**src/rtl/rs485_line_ctrl.sv**
```systemverilog
module rs485_line_ctrl #(
  parameter int NCH = 2,
  localparam int CW = 6 * NCH
) (
  input  logic           clk,
  input  logic           rst_n,
  input  logic           cfg_we,
  input  logic [CW-1:0]  cfg_wdata,
  output logic [CW-1:0]  cfg_rdata,
  input  logic [NCH-1:0] rts_i,
  input  logic [NCH-1:0] txd_i,
  input  logic [NCH-1:0] txclk_i,
  input  logic [NCH-1:0] rd_line_i,
  input  logic [NCH-1:0] cts_line_i,
  input  logic [NCH-1:0] dcd_line_i,
  input  logic [NCH-1:0] st_line_i,
  output logic [NCH-1:0] sd_line_o,
  output logic [NCH-1:0] sd_oe_o,
  output logic [NCH-1:0] tt_line_o,
  output logic [NCH-1:0] tt_oe_o,
  output logic [NCH-1:0] rxd_o,
  output logic [NCH-1:0] cts_o,
  output logic [NCH-1:0] dcd_o,
  output logic [NCH-1:0] txclk_o
);
  localparam int LINK0 = 4 * NCH;

  logic [CW-1:0] cfg_q;

  always_ff @(posedge clk or negedge rst_n)
    if (!rst_n)      cfg_q <= '0;
    else if (cfg_we) cfg_q <= cfg_wdata;

  assign cfg_rdata = cfg_q;
  assign sd_line_o = txd_i;
  assign dcd_o     = ~dcd_line_i;

  for (genvar c = 0; c < NCH; c++) begin : g_ch
    logic echo_on, sd_on, tt_on, cts_pass, st_cut, tt_cut;
    assign echo_on  = cfg_q[4*c];
    assign sd_on    = cfg_q[4*c+1];
    assign tt_on    = cfg_q[4*c+2];
    assign cts_pass = cfg_q[4*c+3];
    assign st_cut   = cfg_q[LINK0+2*c];
    assign tt_cut   = cfg_q[LINK0+2*c+1];

    always_ff @(posedge clk or negedge rst_n)
      if (!rst_n) begin
        sd_oe_o[c] <= 1'b0;
        tt_oe_o[c] <= 1'b0;
      end else begin
        sd_oe_o[c] <= rts_i[c] | sd_on;
        tt_oe_o[c] <= rts_i[c] | tt_on;
      end

    assign rxd_o[c]     = (echo_on | ~rts_i[c]) ? rd_line_i[c] : 1'b1;
    assign cts_o[c]     = cts_pass ? cts_line_i[c] : 1'b1;
    assign txclk_o[c]   = st_cut ? ~st_line_i[c] : txclk_i[c];
    assign tt_line_o[c] = tt_cut ? 1'b0 : txclk_i[c];
  end
endmodule

```
**config.mk**
```make
export PLATFORM = sky130hd
export DESIGN_NAME = rs485_line_ctrl
export DESIGN_NICKNAME = d
export VERILOG_FILES = /design/src/rtl/rs485_line_ctrl.sv
export SDC_FILE = /design/constraint.sdc
export NUM_CORES = 1
export LEC_CHECK = 0
export ABC_AREA = 1
export BUFFER_PORTS_ARGS = -buffer_cell sky130_fd_sc_hd__buf_4
export CAP_MARGIN = 5
export CORE_MARGIN = 4
export CORE_UTILIZATION = 37
export DETAILED_ROUTE_END_ITERATION = 6
export PLACE_DENSITY = 0.77
export SYNTH_ARGS = -nofsm -noshare
export SYNTH_HDL_FRONTEND = slang
export SYNTH_SLANG_ARGS = --single-unit
```
**constraint.sdc**
```tcl
create_clock -name clk -period 0.9 [get_ports clk]
set_input_delay 0.09 -clock clk [delete_from_list [all_inputs] [get_ports clk]]
set_output_delay 0.09 -clock clk [all_outputs]
set_load 0.01 [all_outputs]
```
==> impl_metrics.tcl, run 1 <==
set metrics [dict create \
    drt-total-wl_um 1900 \
    fin_nets 182 \
    r2r-start "cfg_rdata[2]" \
    final_util_pct 73.5 \
    clock-sinks 16 \
    initial_core_util_pct 39.9 \
    crit_fanout 2 \
    ys_types 8 \
    yosys_warnings 0 \
    grt_pass1_vias 701 \
    crit_required_ns 0.81 \
    met3_length_um 194 \
    io_buffers 52 \
    netlist_instances 89 \
    numCtsBuffers 3 \
    hold_start "cfg_wdata[6]" \
    cts_root_buffer "clkbuf_4" \
    peakVddDrop_v 0.00106 \
    mostFrequentLayoutCells "nand2_1 (48), buf_4 (37), buf_6 (25), dfrtp_1 (16), inv_1 (14)" \
    placed_cell_area_sq_mm 0.00109 \
    r2r_slack_ns 0.05 \
    reg2reg_depth 4 \
    whs_endpoint "cfg_rdata[6]" \
    diodes 0 \
    antenna_left 0 \
    setup_viol 17 \
    setup.worst_path.start_class "flip-flop" \
    fmax_ghz 0.951 \
    drc 0 \
    grt_antenna_before_repair 0 \
    maxUsedRoutingLayer "met4" \
    cts_max_level 1 \
    drt_iter0_drc 10 \
    synthesis.area_sq_um 703 \
    core_sq_mm 0.00176 \
    violations "setup timing" \
    area_growth_syn_to_layout_pct 84.5 \
    cts_tree "built" \
    synth.avg_cell_area_sq_um 7.90 \
    hpwlAfterDp_um 1370 \
    path_class "reg -> out" \
    maxSlewHeadroom_pct 85.3 \
    pre_cts_ws_ns 0.101 \
    grt.total_usage_pct 14.6 \
    fp.dieW_um 51.6 \
    drt-met1-wl_um 727 \
    clock_path_buffers 2 \
    tns_ns -1.30 \
    hold_depth 3 \
    rows 15 \
    hold_viol_final 0 \
    final-max-slew-violation-count 0 \
    grt_pass1_wl_um 2880 \
    insertion_delay_ns 0.27 \
    layout_commonest_cell "nand2_1" \
    fin_area_sq_mm 0.00130 \
    seq_area_frac_synth_pct 56.9 \
    drt-wirelength-per-cell_um 10.8 \
    hold-worst-slack_ns 0.00835 \
    fin_crit_ns 1.05 \
    ios 57 \
    ys_ff_latch 16 \
    tightest_slew_ns 0.220 \
    fin_skew_ns 0.00287 \
    num_vias 731 \
    crit_arrival_ns 0.96 \
    clk_pin_slew_ns 0.09 \
    dr_wl_met2_um 964 \
    rsz0062_at_grt "true" \
    setup_slack_ns -0.152 \
    status "finished, violations left" \
    critPathCaptureType "output port" \
    maxCapViolCount 0 \
    power.density_mw_per_mm2 1330 \
    leakage_nw 0.763 \
    layout-drive-gt1-share_pct 46.4 \
    synth_fp_nets 118 \
    grt_max_degree 17 \
    firstDrtPassIters 4 \
    die_area_sq_mm 0.00266 \
    period_share_pct 117 \
    grt_overflow 0 \
    die_h_um 51.6 \
    r2r_end "cfg_rdata[2]" \
    routabilityCongestion 0.621 \
    via_per_inst 4.15 \
    hold_path_class "in -> reg" \
]
what timing repair did:
| item | 4_1_cts | 5_1_grt |
|---|---|---|
| setup endpoints to repair | 20 | 26 |
| hold buffers | 1 | 0 |
| resized for setup | 10 | 17 |
| endpoints found under the hold margin | 16 | 0 |
| gates cloned | 0 | 0 |
| pin swaps | 5 | 0 |
| setup buffers | 6 | 4 |
flip-flops by register name, indices dropped and copies added (netlist names):
name / count
sd_oe_o: 2
cfg_rdata: 12
tt_oe_o: 2
critical path, cell delays in order (launching register included):
cell and delay [ns]:
dfrtp_1 0.41, inv_1 0.06, nand2_1 0.05, nand2_1 0.06, buf_4 0.11
cells by family (layout without fill, tap and decap cells):
| group | count (synthesis) | after routing | synth area share (%) |
|---|---|---|---|
| AND/OR/NAND/NOR | 54 | 54 | 30.2 |
| flip-flops | 16 | 16 | 56.9 |
| buffers and inverters | 19 | 81 | 12.8 |
worst max-delay path by stage:
stage	start	endpoint	slack, ns	depth (start not counted)
2_1_floorplan	cfg_rdata[1]	sd_oe_o[0]	0.09	1
3_5_place_dp	cfg_rdata[1]	sd_oe_o[0]	0.10	1
5_1_grt	cfg_rdata[8]	txclk_o[0]	-0.23	4
3_3_place_gp	cfg_rdata[5]	sd_oe_o[1]	0.13	1
4_1_cts	cfg_rdata[0]	rxd_o[0]	-0.15	4
6_report	cfg_rdata[4]	rxd_o[1]	-0.15	4
through the flow:
stage	cells	power (mW)
after CTS	172	1.68
final	176	1.73
after global routing	176	1.83
after global placement	162	1.24
after floorplan	89	0.992
after detailed placement	162	1.25
routing by layer:
metal,vias to the layer above,track usage [%]
li1,375,-
met1,319,15.3
met2,35,28.0
met3,2,3.44
met4,0,5.24
met5,-,0
cell usage after synthesis:
cell / number / area (sq um)
nor2_1: 2 / 7.51
or2_2: 4 / 25.0
buf_6: 1 / 11.3
nand2_1: 48 / 180
inv_1: 14 / 52.6
dfrtp_1: 16 / 400
inv_2: 1 / 3.75
buf_4: 3 / 22.5
where the power goes:
group,internal [mW],switching [mW]
Combinational,0.339,0.204
Sequential,0.780,0.0492
Clock,0.155,0.202
Total,1.27,0.455
area by class of cell:
class / instances / area, sq um
Inverter: 15 / 56.3
Fill cell: 151 / 467
Multi-Input combinational cell: 54 / 218
Sequential cell: 16 / 400
Clock buffer: 3 / 22.5
Tap cell: 25 / 31.3
Timing Repair Buffer: 63 / 569
(Power assumes the default switching activity.)
==> inputs of run 2 (changes only) <==
==> constraint.sdc (replaced) <==
create_clock -name clk -period 1.2 [get_ports clk]
set_input_delay 0.12 -clock clk [delete_from_list [all_inputs] [get_ports clk]]
set_output_delay 0.12 -clock clk [all_outputs]
set_load 0.01 [all_outputs]
==> impl_metrics.tcl, run 2 (synthesis results as in run 1) <==
set metrics [dict create \
    status "finished, final reports clean" \
    intPower_uw 942 \
    whs_endpoint "cfg_rdata[10]" \
    layout_commonest_cell "buf_4" \
    sw_frac_of_total_pct 25.7 \
    num_vias 707 \
    drt-total-wl_um 1780 \
    core_sq_mm 0.00176 \
    largest_reg_flops 12 \
    drt-wirelength-per-cell_um 10.6 \
    reg2reg_depth 1 \
    fmax_ghz 0.916 \
    power.density_mw_per_mm2 1110 \
    peakVddDrop_v 0.000545 \
    p_seq_share_pct 48.6 \
    final-max-slew-violation-count 0 \
    hold_start "cfg_wdata[10]" \
    grt_overflow 0 \
    clock_path_buffers 2 \
    fin_area_sq_mm 0.00114 \
    die_h_um 51.6 \
    drc 0 \
    crit_required_ns 1.08 \
    placed_cell_area_sq_mm 0.00109 \
    firstDrtPassIters 4 \
    crit_fanout 3 \
    hold_depth 3 \
    fp.dieW_um 51.6 \
    cts_tree "built" \
    area_growth_syn_to_layout_pct 61.7 \
    fin_crit_ns 1.09 \
    tightest_slew_ns 0.220 \
    r2r-start "cfg_rdata[1]" \
    cts_root_buffer "clkbuf_4" \
    leakage_nw 0.689 \
    numCtsBuffers 3 \
    cts_hold_buffers 1 \
    r2r_slack_ns 0.39 \
    initial_core_util_pct 39.9 \
    post_cts_resized 0 \
    r2r_end "sd_oe_o[0]" \
    cts_max_level 1 \
    fin_nets 172 \
    rows 15 \
    maxSlewHeadroom_pct 85.3 \
    clkPwrFrac_pct 27.1 \
    setup_viol 0 \
    grt_pass1_vias 662 \
    path_class "reg -> out" \
    maxCapViolCount 0 \
    grt_pass1_wl_um 2750 \
    insertion_delay_ns 0.28 \
    io_buffers 52 \
    hold_path_class "in -> reg" \
    diodes 0 \
    clk_pin_slew_ns 0.09 \
    grt_max_degree 17 \
    grt.total_usage_pct 13.9 \
    ios 57 \
    routabilityCongestion 0.628 \
    period_share_pct 91.0 \
    clock-sinks 16 \
    hold-worst-slack_ns 0.0318 \
    mostFrequentLayoutCells "buf_4 (52), nand2_1 (48), dfrtp_1 (16), inv_1 (14), or2_2 (4)" \
    grt_antenna_before_repair 0 \
    nFillCells 178 \
    rsz0062_at_grt "false" \
    hpwlAfterDp_um 1380 \
    power.net_switching_uw 325 \
    critPathCaptureType "output port" \
    crit_arrival_ns 0.97 \
    drt_iter0_drc 8 \
    layout-drive-gt1-share_pct 43.0 \
    fin_skew_ns 0.00389 \
    via_per_inst 4.23 \
    comb_power_share_pct 24.3 \
    tns_ns 0 \
    die_area_sq_mm 0.00266 \
    postCtsSetupRepairBufs 0 \
    hold_viol_final 0 \
    antenna_left 0 \
    setup.worst_path.start_class "flip-flop" \
]
## run 2: changes by cell type in the layout (fill, tap and decap cells not counted), sizes merged
cell    previous run  this run
buf               62        52
clkbuf             3         4
## run 2: power groups by stage
stage / clock, mW / sequential [mW] / combinational, mW
global placement: 0 / 0.623 / 0.304
global route: 0.386 / 0.623 / 0.340
finish: 0.343 / 0.616 / 0.308
detailed placement: 0 / 0.627 / 0.310
floorplan: 0 / 0.646 / 0.0981
CTS: 0.358 / 0.616 / 0.314
## run 2: per-layer routing
| metal | GRT usage, % | part of all wire (%) | vias up |
|---|---|---|---|
| li1 | - | - | 355 |
| met1 | 15.8 | 38 | 317 |
| met2 | 24.6 | 51 | 33 |
| met3 | 3.15 | 10 | 2 |
| met4 | 6.55 | 0.90 | 0 |
| met5 | 0 | 0 | - |
## run 2: worst max-delay path, cell delays in order, from the launching register on
cell and delay [ns]:
dfrtp_1 0.41, inv_1 0.07, nand2_1 0.05, nand2_1 0.05
buf_4 0.11
## run 2: layout make-up
cell class	count	area (sq um)	area share, %
clock buffers	4	36.3	3.19
repair buffers	53	400	35.2
inverters	15	56.3	4.95
flip-flops and latches	16	400	35.2
multi-input cells	54	213	18.7
well taps	25	31.3	2.75
## run 2: how the worst max path moves through the flow
stage	to	from	slack, ns
final	rxd_o[1]	cfg_rdata[4]	0.11
after detailed placement	sd_oe_o[0]	cfg_rdata[1]	0.41
after global placement	sd_oe_o[1]	cfg_rdata[5]	0.43
after floorplan	sd_oe_o[0]	cfg_rdata[1]	0.39
after global routing	rxd_o[0]	cfg_rdata[0]	0.02
after CTS	rxd_o[1]	cfg_rdata[4]	0.09
## run 2: metrics by stage
step | utilization [%] | total power, mW | worst slack, ns | instances
2_1_floorplan | - | 0.744 | 0.386 | 89
3_3_place_gp | 61.8 | 0.927 | 0.428 | 162
3_5_place_dp | 61.8 | 0.937 | 0.405 | 162
4_1_cts | 64.5 | 1.29 | 0.0945 | 167
5_1_grt | 64.5 | 1.35 | 0.0189 | 167
6_report | 64.5 | 1.27 | 0.109 | 167
